--- config.mk ---
export PLATFORM = sky130hd
export DESIGN_NAME = dma_xfer_engine
export DESIGN_NICKNAME = d
export VERILOG_FILES = /design/src/rtl/dma_eng_pkg.sv /design/src/rtl/dma_rst_sync.sv /design/src/rtl/dma_cnt_unit.sv /design/src/rtl/dma_addr_unit.sv /design/src/rtl/dma_chan_ctrl.sv /design/src/rtl/dma_xfer_engine.sv
export SDC_FILE = /design/constraint.sdc
export NUM_CORES = 1
export LEC_CHECK = 0
export BUFFER_PORTS_ARGS = -buffer_cell sky130_fd_sc_hd__buf_2
export CAP_MARGIN = 10
export CORE_ASPECT_RATIO = 1.2
export CORE_MARGIN = 1.5
export CORE_UTILIZATION = 45
export DETAILED_ROUTE_END_ITERATION = 7
export PLACE_DENSITY_LB_ADDON = 0.08
export SLEW_MARGIN = 20
export SYNTH_ARGS = -nofsm -noshare
export SYNTH_HDL_FRONTEND = slang
export SYNTH_SLANG_ARGS = --single-unit
--- constraint.sdc ---
create_clock -name clk -period 3.3 [get_ports clk]
set_input_delay 0.33 -clock clk [delete_from_list [all_inputs] [get_ports clk]]
set_output_delay 0.33 -clock clk [all_outputs]
set_load 0.01 [all_outputs]
--- src/rtl/dma_eng_pkg.sv ---
package dma_eng_pkg;
  // Channel operating mode as seen by the sequencer.
  typedef struct packed {
    logic auto_init;  // reload from base values at terminal count
    logic incr;       // 1 = address counts up, 0 = down
    logic word;       // 1 = 16-bit channel, 0 = 8-bit channel
  } chan_mode_t;
endpackage

--- src/rtl/dma_rst_sync.sv ---
// Asynchronous assert, synchronous release of the active-low reset.
module dma_rst_sync (
  input  logic clk,
  input  logic rst_n,
  output logic rst_sync_n
);
  logic [1:0] sync_q;

  always_ff @(posedge clk or negedge rst_n) begin
    if (!rst_n) sync_q <= 2'b00;
    else        sync_q <= {sync_q[0], 1'b1};
  end

  assign rst_sync_n = sync_q[1];
endmodule

--- src/rtl/dma_cnt_unit.sv ---
// Remaining-count register with terminal detection.
module dma_cnt_unit #(
  parameter int CNT_W = 16
) (
  input  logic             clk,
  input  logic             rst_n,
  input  logic             arm_i,
  input  logic             step_i,
  input  logic             auto_i,
  input  logic [CNT_W-1:0] base_i,
  output logic [CNT_W-1:0] cnt_o,
  output logic             last_o
);
  logic [CNT_W-1:0] cnt_q, cnt_d;
  logic             cnt_en;
  logic             reload;

  assign last_o = (cnt_q == '0);
  assign reload = step_i & last_o & auto_i;
  assign cnt_en = arm_i | step_i;

  always_comb begin
    cnt_d = cnt_q;
    if (arm_i || reload) cnt_d = base_i;
    else if (step_i)     cnt_d = cnt_q - 1'b1;
  end

  always_ff @(posedge clk or negedge rst_n) begin
    if (!rst_n)      cnt_q <= '0;
    else if (cnt_en) cnt_q <= cnt_d;
  end

  assign cnt_o = cnt_q;

  // ordinary completion decrements by one, wrapping 0 -> all ones.
  a_r5_cnt_decrement: assert property (@(posedge clk) disable iff (!rst_n)
    (step_i && !arm_i && !(last_o && auto_i)) |=> cnt_q == CNT_W'($past(cnt_q) - 1'b1));
  // terminal completion under auto-initialize reloads the base count.
  a_r8_cnt_reload: assert property (@(posedge clk) disable iff (!rst_n)
    (step_i && !arm_i && last_o && auto_i) |=> cnt_q == $past(base_i));
  // arm loads the base count.
  a_r2_cnt_arm: assert property (@(posedge clk) disable iff (!rst_n)
    arm_i |=> cnt_q == $past(base_i));
  // no completion, no change.
  a_r10_cnt_hold: assert property (@(posedge clk) disable iff (!rst_n)
    (!arm_i && !step_i) |=> $stable(cnt_q));
endmodule

--- src/rtl/dma_addr_unit.sv ---
// Current-address register and physical address composition.
module dma_addr_unit
  import dma_eng_pkg::*;
#(
  parameter int ADDR_W = 16,
  parameter int PAGE_W = 8,
  localparam int PHYS_W = ADDR_W + PAGE_W
) (
  input  logic              clk,
  input  logic              rst_n,
  input  logic              arm_i,
  input  logic              step_i,
  input  logic              last_i,
  input  chan_mode_t        mode_i,
  input  logic [ADDR_W-1:0] base_i,
  input  logic [PAGE_W-1:0] page_i,
  output logic [PHYS_W-1:0] phys_o
);
  logic [ADDR_W-1:0] addr_q, addr_d, addr_nxt;
  logic              addr_en;
  logic              reload;

  assign reload  = step_i & last_i & mode_i.auto_init;
  assign addr_en = arm_i | step_i;
  // Wrap inside the 16-bit field; never carries into the page.
  assign addr_nxt = mode_i.incr ? addr_q + 1'b1 : addr_q - 1'b1;

  always_comb begin
    addr_d = addr_q;
    if (arm_i || reload) addr_d = base_i;
    else if (step_i)     addr_d = addr_nxt;
  end

  always_ff @(posedge clk or negedge rst_n) begin
    if (!rst_n)       addr_q <= '0;
    else if (addr_en) addr_q <= addr_d;
  end

  // Word channels drop page bit 0 and address 16-bit units.
  assign phys_o = mode_i.word ? {page_i[PAGE_W-1:1], addr_q, 1'b0}
                              : {page_i, addr_q};

  // up-stepping wraps modulo 2^ADDR_W.
  a_r5_addr_up: assert property (@(posedge clk) disable iff (!rst_n)
    (step_i && !arm_i && !reload && mode_i.incr) |=> addr_q == ADDR_W'($past(addr_q) + 1'b1));
  // down-stepping wraps modulo 2^ADDR_W.
  a_r5_addr_down: assert property (@(posedge clk) disable iff (!rst_n)
    (step_i && !arm_i && !reload && !mode_i.incr) |=> addr_q == ADDR_W'($past(addr_q) - 1'b1));
  // terminal completion under auto-initialize reloads the base address.
  a_r8_addr_reload: assert property (@(posedge clk) disable iff (!rst_n)
    (step_i && !arm_i && reload) |=> addr_q == $past(base_i));
endmodule

--- src/rtl/dma_chan_ctrl.sv ---
// Request/acknowledge, mask and terminal-count control.
module dma_chan_ctrl
  import dma_eng_pkg::*;
(
  input  logic       clk,
  input  logic       rst_n,
  input  logic       arm_i,
  input  logic       dreq_i,
  input  logic       done_i,
  input  logic       last_i,
  input  chan_mode_t mode_i,
  output logic       busy_o,
  output logic       masked_o,
  output logic       tc_o,
  output logic       step_o
);
  logic busy_q, busy_d;
  logic mask_q, mask_d;
  logic tc_q, tc_d;
  logic step;

  assign step = busy_q & done_i;

  always_comb begin
    busy_d = busy_q;
    mask_d = mask_q;
    tc_d   = 1'b0;
    if (arm_i) begin
      busy_d = 1'b0;
      mask_d = 1'b0;
    end else if (busy_q) begin
      if (done_i) begin
        busy_d = 1'b0;
        tc_d   = last_i;
        if (last_i && !mode_i.auto_init) mask_d = 1'b1;
      end
    end else begin
      busy_d = dreq_i & ~mask_q;
    end
  end

  always_ff @(posedge clk or negedge rst_n) begin
    if (!rst_n) begin
      busy_q <= 1'b0;
      mask_q <= 1'b1;
      tc_q   <= 1'b0;
    end else begin
      busy_q <= busy_d;
      mask_q <= mask_d;
      tc_q   <= tc_d;
    end
  end

  assign busy_o   = busy_q;
  assign masked_o = mask_q;
  assign tc_o     = tc_q;
  assign step_o   = step;

  // a masked channel never has an acknowledge out.
  a_r10_mask_no_ack: assert property (@(posedge clk) disable iff (!rst_n)
    mask_q |-> !busy_q);
  // terminal count is a single-cycle pulse.
  a_r6_tc_single: assert property (@(posedge clk) disable iff (!rst_n)
    tc_q |=> !tc_q);
  // terminal completion without auto-initialize masks the channel.
  a_r7_mask_at_tc: assert property (@(posedge clk) disable iff (!rst_n)
    (step && last_i && !mode_i.auto_init && !arm_i) |=> (mask_q && tc_q));
  // terminal completion with auto-initialize keeps the channel open.
  a_r8_stay_open: assert property (@(posedge clk) disable iff (!rst_n)
    (step && last_i && mode_i.auto_init && !arm_i) |=> (!mask_q && tc_q));
  // idle, unmasked request is acknowledged next cycle.
  a_r9_ack_on_req: assert property (@(posedge clk) disable iff (!rst_n)
    (!busy_q && !mask_q && dreq_i && !arm_i) |=> busy_q);
  // acknowledge drops after a completion.
  a_r9_ack_drop: assert property (@(posedge clk) disable iff (!rst_n)
    step |=> !busy_q);
endmodule

--- src/rtl/dma_xfer_engine.sv ---
module dma_xfer_engine
  import dma_eng_pkg::*;
#(
  parameter int ADDR_W = 16,
  parameter int CNT_W  = 16,
  parameter int PAGE_W = 8,
  localparam int PHYS_W = ADDR_W + PAGE_W
) (
  input  logic              clk,
  input  logic              rst_n,
  input  logic              arm_i,
  input  logic [ADDR_W-1:0] base_addr_i,
  input  logic [CNT_W-1:0]  base_cnt_i,
  input  logic [PAGE_W-1:0] page_i,
  input  logic              word_i,
  input  logic              auto_i,
  input  logic              incr_i,
  input  logic              dreq_i,
  input  logic              xfer_done_i,
  output logic [PHYS_W-1:0] phys_addr_o,
  output logic [CNT_W-1:0]  cur_cnt_o,
  output logic              dack_o,
  output logic              tc_o,
  output logic              masked_o
);
  chan_mode_t mode;
  logic       rst_sync_n;
  logic       step;
  logic       last;

  assign mode = '{auto_init: auto_i, incr: incr_i, word: word_i};

  dma_rst_sync u_rst (
    .clk        (clk),
    .rst_n      (rst_n),
    .rst_sync_n (rst_sync_n)
  );

  dma_chan_ctrl u_ctrl (
    .clk      (clk),
    .rst_n    (rst_sync_n),
    .arm_i    (arm_i),
    .dreq_i   (dreq_i),
    .done_i   (xfer_done_i),
    .last_i   (last),
    .mode_i   (mode),
    .busy_o   (dack_o),
    .masked_o (masked_o),
    .tc_o     (tc_o),
    .step_o   (step)
  );

  dma_cnt_unit #(.CNT_W(CNT_W)) u_cnt (
    .clk    (clk),
    .rst_n  (rst_sync_n),
    .arm_i  (arm_i),
    .step_i (step),
    .auto_i (auto_i),
    .base_i (base_cnt_i),
    .cnt_o  (cur_cnt_o),
    .last_o (last)
  );

  dma_addr_unit #(.ADDR_W(ADDR_W), .PAGE_W(PAGE_W)) u_addr (
    .clk    (clk),
    .rst_n  (rst_sync_n),
    .arm_i  (arm_i),
    .step_i (step),
    .last_i (last),
    .mode_i (mode),
    .base_i (base_addr_i),
    .page_i (page_i),
    .phys_o (phys_addr_o)
  );
endmodule

==> impl.org <==
** Global route
- Layer with the highest usage after global routing :: met2
- Global routing used 27.8% of the available met1 tracks.
- Grt met3 use :: 3.43%
- Maximum number of pins on one net before global-route repair :: 49
- First-pass GRT wire length :: 13,000 um
- The initial antenna violation count was 0.
- GR Util met2 :: 42.0%
- Total routing resource utilization after global routing :: 22.9%
- Gr ovfl total :: 0
- Number of global-route vias before repair :: 2,750

** Pwr
- Portion of total power attributed to sequential cells :: 33.7%
- Internal power :: 1.17 mW
- Of the total power, the share spent switching nets is 39.1%.
- Share of total power in the clock network :: 22.1%
- Dividing total power by cell area gives a power density of 558 mW/mm^2.
- Switching power of the nets :: 750 uW
- The worst-case IR drop observed on VDD is 0.274 mV.
- Cell leakage power :: 1.54 nW
- Combinational logic is responsible for 44.2% of the overall power.
- Total power for the finished layout comes to 1.92 mW.

** Min path
- For hold timing, the worst endpoint is u_ctrl.masked_o$_DFFE_PN1P_.
- In this run the most critical hold path is launched from arm_i.
- Worst hold path cell count :: 2
- The path class of the tightest hold or removal check is in -> reg.

** Finish
- 0 antenna diodes ended up in the layout.
- Relative to the synthesized area, the layout overhead comes to 19.1%.
- Number of nets in the layout :: 487
- Final core utilization :: 56.1%
- Fraction of layout instances using a drive strength above 1 :: 27.4%
- After filler insertion, the fill cell instance count of the layout stands at 607.
- For this run, the number of standard cells in the final layout without fillers is 505.
- After routing the design area is 0.00344 sq mm.

** Synth
- Number of flops mapped to enable cells by yosys :: 0
- Top post-synthesis cells by count :: 51 x a21oi_1, 36 x dfrtp_1, 33 x o21ai_0, 26 x nor2_1, 23 x nand2_1
- Average cell area after synthesis :: 8.15 sq um
- Post-synthesis simple-gate area fraction :: 19.0%
- Prevailing post-synth register cell :: dfrtp_1
- Largest area contributor in the netlist :: dfrtp_1
- The number of different library cells used by synthesis comes to 52.
- The synthesized design contains 37 register bits.
- The number of nets in the synthesized netlist is 419.
- Post-Syn Area :: 0.00289 sq mm
- After Yosys synthesis, full adders, half adders and majority gates account for 7.63% of the synthesized area.
- The synthesized netlist devotes 2.43% of its cell area to XOR and XNOR gates.
- Dominant cell by count in the synthesized netlist :: a21oi_1
- Of the post-synthesis cell area, the part taken by muxes is 6.20%.
- Biggest area contributors in the synthesized netlist :: dfrtp_1 31%, a21oi_1 8.8%, ha_1 6.9%
- Main combinational cell family by area after synthesis :: compound AO/OA/AOI/OAI gates
- Part of the Yosys area used for sequential elements :: 32.1%
- The share of synthesized area in the top cell type comes to 31.2%.
- Synth Area in Compound Gates :: 26.2%
- During synthesis, Yosys emitted a total of 0 warnings.
- Of all flip-flops after synthesis, the portion carrying an async set or reset was 100%.
- After technology mapping, the gate count stands at 354.

** Clock network
- Clock sinks :: 37
- After clock tree synthesis, the setup repair step added 0 buffers.
- After clock tree synthesis, the flow added hold-fix buffers numbering 1.
- Cell at the root of the clock tree :: clkbuf_8
- CTS Buf Count :: 5
- After clock tree synthesis, the repair step resized 0 gates.
- After clock tree synthesis, the clock-pin slew on the worst setup and hold paths is 0.09 ns.
- TritonCTS built the clock tree.
- Level count of the clock H-tree :: 2
- Maximum buffer depth of the clock tree :: 2
- For the worst-skew pair, the clock arrives at the later sink with an insertion delay of 0.30 ns.

** Setup path
- Among cell families on the critical path, the largest total delay comes from compound AO/OA/AOI/OAI gates.
- In this run the critical register-to-register path is launched from u_cnt.cnt_o[7]$_DFFE_PN0P_.
- Arrival time reported for the critical path endpoint :: 2.85 ns
- Required @ worst endpoint :: 3.48 ns
- The critical path in this run is classified as reg -> reg.
- STA classifies the critical path startpoint as a register.
- Endpoint type of the worst setup path :: register
- Measured in cells, the most critical reg-to-reg path has a length of 6.
- R2r endpoint :: u_addr.addr_q[13]$_DFFE_PN0P_
- Traced cell by cell, the critical path runs through or4_4 -> nor2_1 -> a31o_2 -> or3_1 -> mux2i_1 -> a221o_1.
- The largest individual stage delay along the critical path comes from the cell a31o_2.
- Across all register-to-register paths, the minimum setup slack is 0.63 ns.
- In this design, the stage delay of the slowest critical-path cell is 0.80 ns.
- Peak fanout along the critical path :: 48
- Crit path buffers/inverters :: 0

** Place
- Placed inst area :: 0.00331 sq mm
- Port buffering added 76 buffers.
- Detailed placement HPWL :: 5650 um
- Placer Congestion :: 0.866
- After detailed placement, the design holds a cell count of 496.
- Before CTS, the worst setup slack after placement is 0.545 ns.

** Detailed routing
- The detailed router placed 2,796 vias in this run.
- Wires add up to 7610 um.
- Post-route DRC :: 0
- First-pass iteration count of the detailed router :: 4
- In the final routed layout, each cell accounts on average for 15.1 um.
- Number of nets with antenna violations after routing :: 0
- Avg Vias per Cell :: 5.54
- After the first detailed-routing iteration, the DRC count stood at 126.

** STA
- Relative slew slack :: 39.4%
- Static timing analysis puts the maximum clock frequency at 374 MHz.
- For the pin with the worst max-slew slack, the measured transition is 0.909 ns.
- Crit share post-route :: 80.9%
- Final critical path time including I/O delays and setup :: 2.67 ns
- The total count of hold-check failures in the final report was 0.
- On the final layout, the worst hold slack is 0.246 ns.
- Post-Route Setup TNS :: 0 ns
- Setup-violating endpoint count in the final report :: 0
- Once routing completed, OpenROAD measured the worst setup slack at 0.629 ns.
- The max-slew violation total from the final report was 0.
- Worst Clk Skew :: 0.0129 ns
- Setup repair after global routing left no endpoint under its margin.

** Die
- Die height :: 90.7 um
- Ports placed on the boundary :: 91
- The initialized floorplan defines 31 standard-cell rows.
- After floorplanning, the core was sized to cover 0.00613 sq mm.
- In this run the horizontal extent of the chip is 76.1 um.
- The die covers 0.00690 sq mm.
- Once the floorplan was initialized, standard cells occupied 47.1% of the core.

** Flow run
- Maxcap violations :: 0

** Outcome
- The run finished with clean final reports.
-- worst register-to-register path: stages (launching register included) --
cell	delay (ns)
dfrtp_1	0.43
or4_4	0.57
nor2_1	0.22
a31o_2	0.80
or3_1	0.22
mux2i_1	0.07
a221o_1	0.26
-- power by group through the flow --
| stage | Combinational [mW] | Sequential (mW) | Clock, mW |
|---|---|---|---|
| floorplan | 0.614 | 0.639 | 0 |
| global placement | 0.840 | 0.651 | 0 |
| detailed placement | 0.847 | 0.652 | 0 |
| CTS | 0.851 | 0.645 | 0.439 |
| global route | 0.953 | 0.662 | 0.456 |
| finish | 0.848 | 0.646 | 0.424 |
-- layout by cell type, fill, tap and decap left out, types with 2 or more instances in the layout --
cell	count
buf_2	76
a21oi_1	50
dfrtp_1	36
o21ai_0	33
nor2_1	26
nand2_1	23
nor3_1	17
ha_1	16
mux2_2	15
inv_1	13
nand3_1	13
buf_4	8
a22oi_1	7
nand4_1	6
clkbuf_8	6
a21o_1	5
xnor2_1	5
a211oi_1	5
nor2b_1	4
a31oi_1	4
or3_1	4
o211ai_1	4
xor2_1	3
or4_1	3
o31ai_1	3
o21a_1	2
o31a_1	2
o21ai_1	2
or2_2	2
o22ai_1	2
nand3b_1	2
a21boi_0	2
-- per-layer routing --
metal | part of all wire (%) | vias to the layer above | wire (um)
li1 | - | 1436 | -
met1 | 44 | 1296 | 3340
met2 | 52 | 53 | 3940
met3 | 3.1 | 11 | 235
met4 | 1.3 | 0 | 97
met5 | 0 | - | 0
-- state kept, by name, summed over array words and instances, names as in the netlist --
signal           count
u_addr.addr_q       16
u_cnt.cnt_o         16
u_rst.sync_q         2
u_ctrl.busy_o        1
u_ctrl.masked_o      1
u_ctrl.tc_o          1
-- layout make-up --
type | instances | area [sq um] | share of cell area [%]
Sequential cell | 37 | 927 | 27.0
Inverter | 13 | 48.8 | 1.42
Multi-Input combinational cell | 280 | 1790 | 52.0
Clock inverter | 2 | 37.5 | 1.09
Clock buffer | 6 | 82.6 | 2.40
Timing Repair Buffer | 85 | 450 | 13.1
Tap cell | 82 | 103 | 2.99
-- how the worst max path moves through the flow --
stage / cells after the start / startpoint / slack (ns) / endpoint
after floorplan: 8 / incr_i / 1.02 / u_addr.addr_q[13]$_DFFE_PN0P_
after global placement: 9 / incr_i / 0.62 / u_addr.addr_q[13]$_DFFE_PN0P_
after detailed placement: 9 / incr_i / 0.54 / u_addr.addr_q[13]$_DFFE_PN0P_
after CTS: 6 / u_cnt.cnt_o[7]$_DFFE_PN0P_ / 0.63 / u_addr.addr_q[13]$_DFFE_PN0P_
after global routing: 7 / u_cnt.cnt_o[7]$_DFFE_PN0P_ / 0.41 / u_addr.addr_q[5]$_DFFE_PN0P_
final: 6 / u_cnt.cnt_o[7]$_DFFE_PN0P_ / 0.63 / u_addr.addr_q[13]$_DFFE_PN0P_
-- cells by family after synthesis --
family / count (synthesis)
AOI/OAI and AO/OA: 129
xor gates and xnor gates: 8
adders and majority gates: 17
buffers and inverters: 37
DFF: 37
muxes: 16
other: 1
and+or+nand+nor: 109
(Power assumes the default switching activity.)
